[src/rtl/uart_rx_pkg.sv]
package uart_rx_pkg;
  typedef enum logic [2:0] {
    S_IDLE, S_START, S_DATA, S_PAR, S_STOP, S_STOP2
  } rxState_t;

  typedef struct packed {
    logic shiftBit;
    logic capParity;
    logic finish;
  } rxStrobe_t;

  localparam logic ADDR_DATA   = 1'b0;
  localparam logic ADDR_STATUS = 1'b1;
  localparam int   NFLAGS      = 3;
  localparam int   BIT_FULL    = 0;
  localparam int   BIT_FERR    = 1;
  localparam int   BIT_PERR    = 2;
endpackage

[src/rtl/uart_rx_ctrl.sv]
module uart_rx_ctrl
  import uart_rx_pkg::*;
#(
  parameter int OVERSAMPLE = 16,
  parameter int DATA_BITS  = 8
) (
  input  logic      clk,
  input  logic      rstN,
  input  logic      tick,
  input  logic      lineS,
  input  logic      rxEnable,
  input  logic      parityEnable,
  input  logic      twoStop,
  input  logic      stall,
  output rxStrobe_t strobe,
  output logic      busy
);
  localparam int CW = $clog2(OVERSAMPLE);
  localparam int BW = (DATA_BITS > 1) ? $clog2(DATA_BITS) : 1;
  localparam logic [CW-1:0] LAST_TICK = CW'(OVERSAMPLE - 1);
  localparam logic [CW-1:0] MID_TICK  = CW'(OVERSAMPLE / 2 - 1);
  localparam logic [BW-1:0] LAST_BIT  = BW'(DATA_BITS - 1);

  rxState_t      state;
  logic [CW-1:0] tickCnt;
  logic [BW-1:0] bitIdx;
  logic          prevLine;
  logic          atEnd;

  assign atEnd = tick && rxEnable && (tickCnt == LAST_TICK);
  assign busy  = (state != S_IDLE);

  always_comb begin
    strobe           = '0;
    strobe.shiftBit  = atEnd && (state == S_DATA);
    strobe.capParity = atEnd && (state == S_PAR);
    strobe.finish    = atEnd && (state == S_STOP);
  end

  always_ff @(posedge clk or negedge rstN) begin
    if (!rstN) begin
      state    <= S_IDLE;
      tickCnt  <= '0;
      bitIdx   <= '0;
      prevLine <= 1'b1;
    end else begin
      if (tick) prevLine <= lineS;
      if (!rxEnable) begin
        state   <= S_IDLE;
        tickCnt <= '0;
        bitIdx  <= '0;
      end else if (tick) begin
        unique case (state)
          S_IDLE: begin
            tickCnt <= '0;
            bitIdx  <= '0;
            if (!stall && prevLine && !lineS) state <= S_START;
          end
          S_START: begin
            if (tickCnt == MID_TICK) begin
              tickCnt <= '0;
              state   <= lineS ? S_IDLE : S_DATA;
            end else begin
              tickCnt <= tickCnt + 1'b1;
            end
          end
          S_DATA: begin
            if (tickCnt == LAST_TICK) begin
              tickCnt <= '0;
              if (bitIdx == LAST_BIT) begin
                bitIdx <= '0;
                state  <= parityEnable ? S_PAR : S_STOP;
              end else begin
                bitIdx <= bitIdx + 1'b1;
              end
            end else begin
              tickCnt <= tickCnt + 1'b1;
            end
          end
          S_PAR: begin
            if (tickCnt == LAST_TICK) begin
              tickCnt <= '0;
              state   <= S_STOP;
            end else begin
              tickCnt <= tickCnt + 1'b1;
            end
          end
          S_STOP: begin
            if (tickCnt == LAST_TICK) begin
              tickCnt <= '0;
              state   <= twoStop ? S_STOP2 : S_IDLE;
            end else begin
              tickCnt <= tickCnt + 1'b1;
            end
          end
          S_STOP2: begin
            if (tickCnt == LAST_TICK) begin
              tickCnt <= '0;
              state   <= S_IDLE;
            end else begin
              tickCnt <= tickCnt + 1'b1;
            end
          end
          default: state <= S_IDLE;
        endcase
      end
    end
  end
endmodule

[src/rtl/uart_rx_dp.sv]
module uart_rx_dp
  import uart_rx_pkg::*;
#(
  parameter int DW = 8
) (
  input  logic              clk,
  input  logic              rstN,
  input  logic              lineS,
  input  logic              parityEnable,
  input  logic              parityOdd,
  input  rxStrobe_t         strobe,
  input  logic              regSel,
  input  logic              regRd,
  input  logic              regWr,
  input  logic [NFLAGS-1:0] wrFlags,
  output logic [DW-1:0]     regRdata,
  output logic [DW-1:0]     dataReg,
  output logic [NFLAGS-1:0] flags,
  output logic              stall
);
  logic [DW-1:0]     shiftReg;
  logic              parityBit;
  logic              badParity;
  logic              badStop;
  logic              anyErr;
  logic              statusRead;
  logic              statusWrite;
  logic [NFLAGS-1:0] armed;
  logic [NFLAGS-1:0] setVec;
  logic [NFLAGS-1:0] clrVec;

  assign stall       = flags[BIT_FERR] | flags[BIT_PERR];
  assign statusRead  = regRd && (regSel == ADDR_STATUS);
  assign statusWrite = regWr && (regSel == ADDR_STATUS);
  assign badParity   = parityEnable && ((^shiftReg ^ parityBit) != parityOdd);
  assign badStop     = !lineS;
  assign anyErr      = badParity || badStop;

  always_comb begin
    setVec           = '0;
    setVec[BIT_FULL] = strobe.finish && !anyErr && !flags[BIT_FULL];
    setVec[BIT_FERR] = strobe.finish && badStop;
    setVec[BIT_PERR] = strobe.finish && badParity;
  end

  assign clrVec   = {NFLAGS{statusWrite}} & ~wrFlags & armed;
  assign regRdata = (regSel == ADDR_STATUS) ? DW'(flags) : dataReg;

  always_ff @(posedge clk or negedge rstN) begin
    if (!rstN) begin
      shiftReg  <= '0;
      parityBit <= 1'b0;
      dataReg   <= '0;
    end else begin
      if (strobe.shiftBit)  shiftReg  <= {lineS, shiftReg[DW-1:1]};
      if (strobe.capParity) parityBit <= lineS;
      if (strobe.finish && (anyErr || !flags[BIT_FULL])) dataReg <= shiftReg;
    end
  end

  for (genvar i = 0; i < NFLAGS; i++) begin : gFlag
    always_ff @(posedge clk or negedge rstN) begin
      if (!rstN) begin
        flags[i] <= 1'b0;
        armed[i] <= 1'b0;
      end else begin
        if (setVec[i])      flags[i] <= 1'b1;
        else if (clrVec[i]) flags[i] <= 1'b0;
        if (clrVec[i])                     armed[i] <= 1'b0;
        else if (statusRead && flags[i])   armed[i] <= 1'b1;
      end
    end
  end
endmodule

[src/rtl/uart_rx_flags.sv]
module uart_rx_flags
  import uart_rx_pkg::*;
#(
  parameter int OVERSAMPLE = 16,
  parameter int DATA_BITS  = 8
) (
  input  logic                 clk,
  input  logic                 rstN,
  input  logic                 sampleTick,
  input  logic                 rxLine,
  input  logic                 rxEnable,
  input  logic                 parityEnable,
  input  logic                 parityOdd,
  input  logic                 twoStop,
  input  logic                 regSel,
  input  logic                 regRd,
  input  logic                 regWr,
  input  logic [DATA_BITS-1:0] regWdata,
  output logic [DATA_BITS-1:0] regRdata
);
  logic [1:0]          syncLine;
  logic                lineS;
  logic                stall;
  logic                busy;
  rxStrobe_t           strobe;
  logic [DATA_BITS-1:0] dataReg;
  logic [NFLAGS-1:0]   flags;
  logic                unusedWdata;

  assign unusedWdata = ^regWdata[DATA_BITS-1:NFLAGS];
  assign lineS       = syncLine[1];

  always_ff @(posedge clk or negedge rstN) begin
    if (!rstN) syncLine <= 2'b11;
    else       syncLine <= {syncLine[0], rxLine};
  end

  uart_rx_ctrl #(.OVERSAMPLE(OVERSAMPLE), .DATA_BITS(DATA_BITS)) uCtrl (
    .clk(clk), .rstN(rstN), .tick(sampleTick), .lineS(lineS),
    .rxEnable(rxEnable), .parityEnable(parityEnable), .twoStop(twoStop),
    .stall(stall), .strobe(strobe), .busy(busy)
  );

  uart_rx_dp #(.DW(DATA_BITS)) uDp (
    .clk(clk), .rstN(rstN), .lineS(lineS), .parityEnable(parityEnable),
    .parityOdd(parityOdd), .strobe(strobe), .regSel(regSel), .regRd(regRd),
    .regWr(regWr), .wrFlags(regWdata[NFLAGS-1:0]), .regRdata(regRdata),
    .dataReg(dataReg), .flags(flags), .stall(stall)
  );
endmodule

[config.mk]
export PLATFORM = sky130hd
export DESIGN_NAME = uart_rx_flags
export DESIGN_NICKNAME = d
export VERILOG_FILES = /design/src/rtl/uart_rx_pkg.sv /design/src/rtl/uart_rx_ctrl.sv /design/src/rtl/uart_rx_dp.sv /design/src/rtl/uart_rx_flags.sv
export SDC_FILE = /design/constraint.sdc
export NUM_CORES = 1
export LEC_CHECK = 0
export ABC_AREA = 1
export BUFFER_PORTS_ARGS = -buffer_cell sky130_fd_sc_hd__buf_2
export CAP_MARGIN = 5
export CORE_UTILIZATION = 45
export DETAILED_ROUTE_END_ITERATION = 7
export HOLD_SLACK_MARGIN = 0.08
export PLACE_DENSITY = 0.65
export SYNTH_ARGS = -nofsm -noshare
export SYNTH_HDL_FRONTEND = slang
export SYNTH_SLANG_ARGS = --single-unit
export TNS_END_PERCENT = 20
[constraint.sdc]
create_clock -name clk -period 1.7 [get_ports clk]
set_input_delay 0.255 -clock clk [delete_from_list [all_inputs] [get_ports clk]]
set_output_delay 0.255 -clock clk [all_outputs]
set_load 0.01 [all_outputs]
==> run_results.csv <==
group,metric,value,unit
finish,areaGrowthSynthToFinish,18.6,%
clocking,numCtsBuffers,5,
setup_path,max_stage_delay,0.36,ns
hold_path,holdPathStages,2,
finish,final_area,2300,um^2
clocking,root_buffer,"clkbuf_8",
finish,final_util,56.7,%
global_route,grt_pass1_vias,1395,
setup_path,critical_path_class,"reg -> reg",
setup_path,slowest_stage,"dfrtp_1",
hold_path,min-delay-start,"sampleTick",
yosys,synth_edf_count,0,
sta,setup_violations,3,
power,vdd_ir_drop_max,0.614,mV
route,viasPerCell,4.88,
yosys,syn_nets,270,
place,io_buffers,21,
finish,drive_gt1_share,20.4,%
global_route,grt_pass1_wl,5.95,mm
route,wl,3.90,mm
clocking,cts_sinks,36,
yosys,synthCells,247,
place,post-dp-hpwl,2.80,mm
route,drt_pre_antenna_iters,4,
route,drt_iter0_drc,48,
floorplanning,boundaryPins,27,
flow_run,maxCapViolations,0,
clocking,insertion_delay,0.29,ns
floorplanning,initial_core_util,47.8,%
route,drc,0,
yosys,yosys_warnings,0,
sta,final.setup.tns,-0.00687,ns
yosys,netlist.area_leader.share,42.6,%
outcome,violations,"negative setup slack",
power,total_power,2.21,mW
setup_path,r2r_end,"uDp.dataReg[3]",
floorplanning,die_area,4580,um^2
place,gp_congestion,0.915,
hold_path,hold_path_class,"in -> reg",
clocking,htree_num_levels,2,
setup_path,endpoint_kind,"register",
outcome,status,"finished with violations",
yosys,ys.flop_type,"dfrtp_1",
global_route,grt-busiest-layer,"met2",
yosys,synth.avg_cell_area,7.86,um^2
global_route,grt_usage,17.9,%
sta,max_clock_freq,587,MHz
sta,rsz0062_at_grt,"yes",
sta,tightest_slew,0.451,ns
floorplanning,fp-row-count,23,
yosys,mappedNetlistArea,1940,um^2
sta,fin_crit_sh,100,%
setup_path,crit_fanout,8,
power,powerDensity,961,nW/um^2
clocking,clk_path_buf_depth,2,
place,dpl-instance-area,2140,um^2
floorplanning,die_h,67.7,um
power,p_leak,1.20,nW
yosys,async_flop_share,100,%
setup_path,worstReg2RegStart,"uCtrl.tickCnt[0]",
sta,maxSlewHeadroom,69.9,%
floorplanning,die_w,67.7,um
route,wl_per_cell,11.7,um
hold_path,hold_end,"uCtrl.prevLine",
sta,skew,0.00510,ns
global_route,overflow,0,
finish,final_nets,306,
setup_path,worst_ep_required_time,1.93,ns
global_route,grt_max_degree,37,
yosys,yosysTopAreaCell,"dfrtp_1",
global_route,use_met2,27.2,%
yosys,ys_types,31,
setup_path,rr_worst_depth,10,
clocking,clkTransAtPathRegs,0.07,ns
sta,report.final.slew_viol_count,0,
yosys,ys_seq_area_share,46.6,%
sta,fin_crit,1.70,ns
setup_path,arrival,1.94,ns
sta,setup_ws,-0.00433,ns
setup_path,startpoint_type,"register",
setup_path,r2r_setup_slack,-0.004,ns
floorplanning,coreArea,4060,um^2
route,antenna_left,0,
global_route,grtUsageMet3,4.05,%
yosys,netlist_top_cells_area,"dfrtp_1 43%, nand2_1 13%, inv_1 6.8%",
route,vias,1631,
global_route,antenna_found_initial,0,
setup_path,worstPathCellList,"ha_2 > nand2_2 > nor2_4 > nand2_2 > nor4_4 > buf_6 > nand4_4 > nand2_4 > nand2_1 > nand2_1",
global_route,use_met1,23.6,%
clocking,cts_tree,"yes",
sta,hold_viol_final,0,
yosys,synth_seq_cells,36,
place,post-place-ws,0.0574,ns
finish,antenna_cells,0,
==> critical path: cells and delay by family, from the launching register on <==
kind                       cells  cell delay (ns)
adders and majority gates      1             0.19
and+or+nand+nor                8             0.94
buffers and inverters          1             0.17
DFF                            1             0.36
==> Yosys cell counts, types with 3 or more instances <==
library cell,n
nor2_1,14
dfrtp_1,33
a21oi_1,12
xor2_1,3
o21ai_1,7
nand3_1,23
nand2_1,69
dfstp_2,3
o21ai_0,11
ha_1,4
inv_1,35
or2_2,4
nor3_1,5
nand4_1,3
==> worst max path at each step <==
stage | depth (start not counted) | from | to
after global routing | 10 | uCtrl.tickCnt[1] | uDp.dataReg[4]
after global placement | 9 | uCtrl.tickCnt[1] | uDp.dataReg[6]
after floorplan | 9 | uCtrl.tickCnt[0] | uDp.dataReg[3]
after detailed placement | 9 | uCtrl.tickCnt[1] | uDp.dataReg[7]
final | 10 | uCtrl.tickCnt[0] | uDp.dataReg[3]
after CTS | 9 | uCtrl.tickCnt[0] | uDp.dataReg[7]
==> layer usage <==
layer	vias to the layer above	wire, um
li1	871	-
met1	724	2000
met2	29	1690
met3	7	146
met4	0	68
met5	-	0
==> what timing repair did <==
action                                 4_1_cts  5_1_grt
endpoints found under the hold margin       34        0
setup endpoints to repair                    0       13
hold buffers                                 2        0
resized for setup                            0        7
setup buffers                                0        1
==> placed cells by master (no fill, tap or decap), types with 4 or more instances in the layout <==
master / count
a21oi_1: 12
buf_2: 21
buf_4: 6
clkbuf_8: 7
dfrtp_1: 32
inv_1: 33
inv_2: 4
nand2_1: 68
nand3_1: 23
nor2_1: 14
nor3_1: 5
o21ai_0: 11
o21ai_1: 7
or2_2: 4
==> power breakdown <==
| group | internal [mW] | switching (mW) |
|---|---|---|
| logic | 0.194 | 0.327 |
| clock network | 0.370 | 0.300 |
| registers | 0.951 | 0.0706 |
==> sequential cells by signal, summed over array words and instances, names as in the netlist <==
| register | flops |
|---|---|
| uDp.armed | 3 |
| uDp.dataReg | 8 |
| uCtrl.tickCnt | 4 |
| uDp.parityBit | 1 |
| syncLine | 2 |
| uCtrl.prevLine | 1 |
| uDp.flags | 3 |
| uCtrl.state | 3 |
| uDp.shiftReg | 8 |
| uCtrl.bitIdx | 3 |
==> layout make-up <==
| class | instances | area, um^2 |
|---|---|---|
| Tap cell | 50 | 62.6 |
| Sequential cell | 36 | 906 |
| Timing Repair Buffer | 30 | 181 |
| Fill cell | 390 | 1760 |
| Inverter | 37 | 139 |
| Clock buffer | 8 | 100 |
| Multi-Input combinational cell | 173 | 913 |
==> through the flow <==
step / cells / hold WS, ns
finish: 334 / 0.165
global route: 334 / 0.164
CTS: 332 / 0.162
detailed placement: 322 / 0.318
global placement: 322 / 0.327
floorplan: 247 / -0.0406
==> logic make-up after synthesis <==
| logic type | count (synthesis) | share of synthesized area (%) |
|---|---|---|
| AND/OR/NAND/NOR | 125 | 29.9 |
| buffers and inverters | 39 | 7.61 |
| AO/OA/AOI/OAI | 37 | 10.4 |
| flip-flops | 36 | 46.6 |
| XOR/XNOR | 5 | 2.26 |
| adder cells (fa/ha/maj) | 4 | 2.58 |
| multiplexers | 1 | 0.580 |
(Power assumes the default switching activity.)
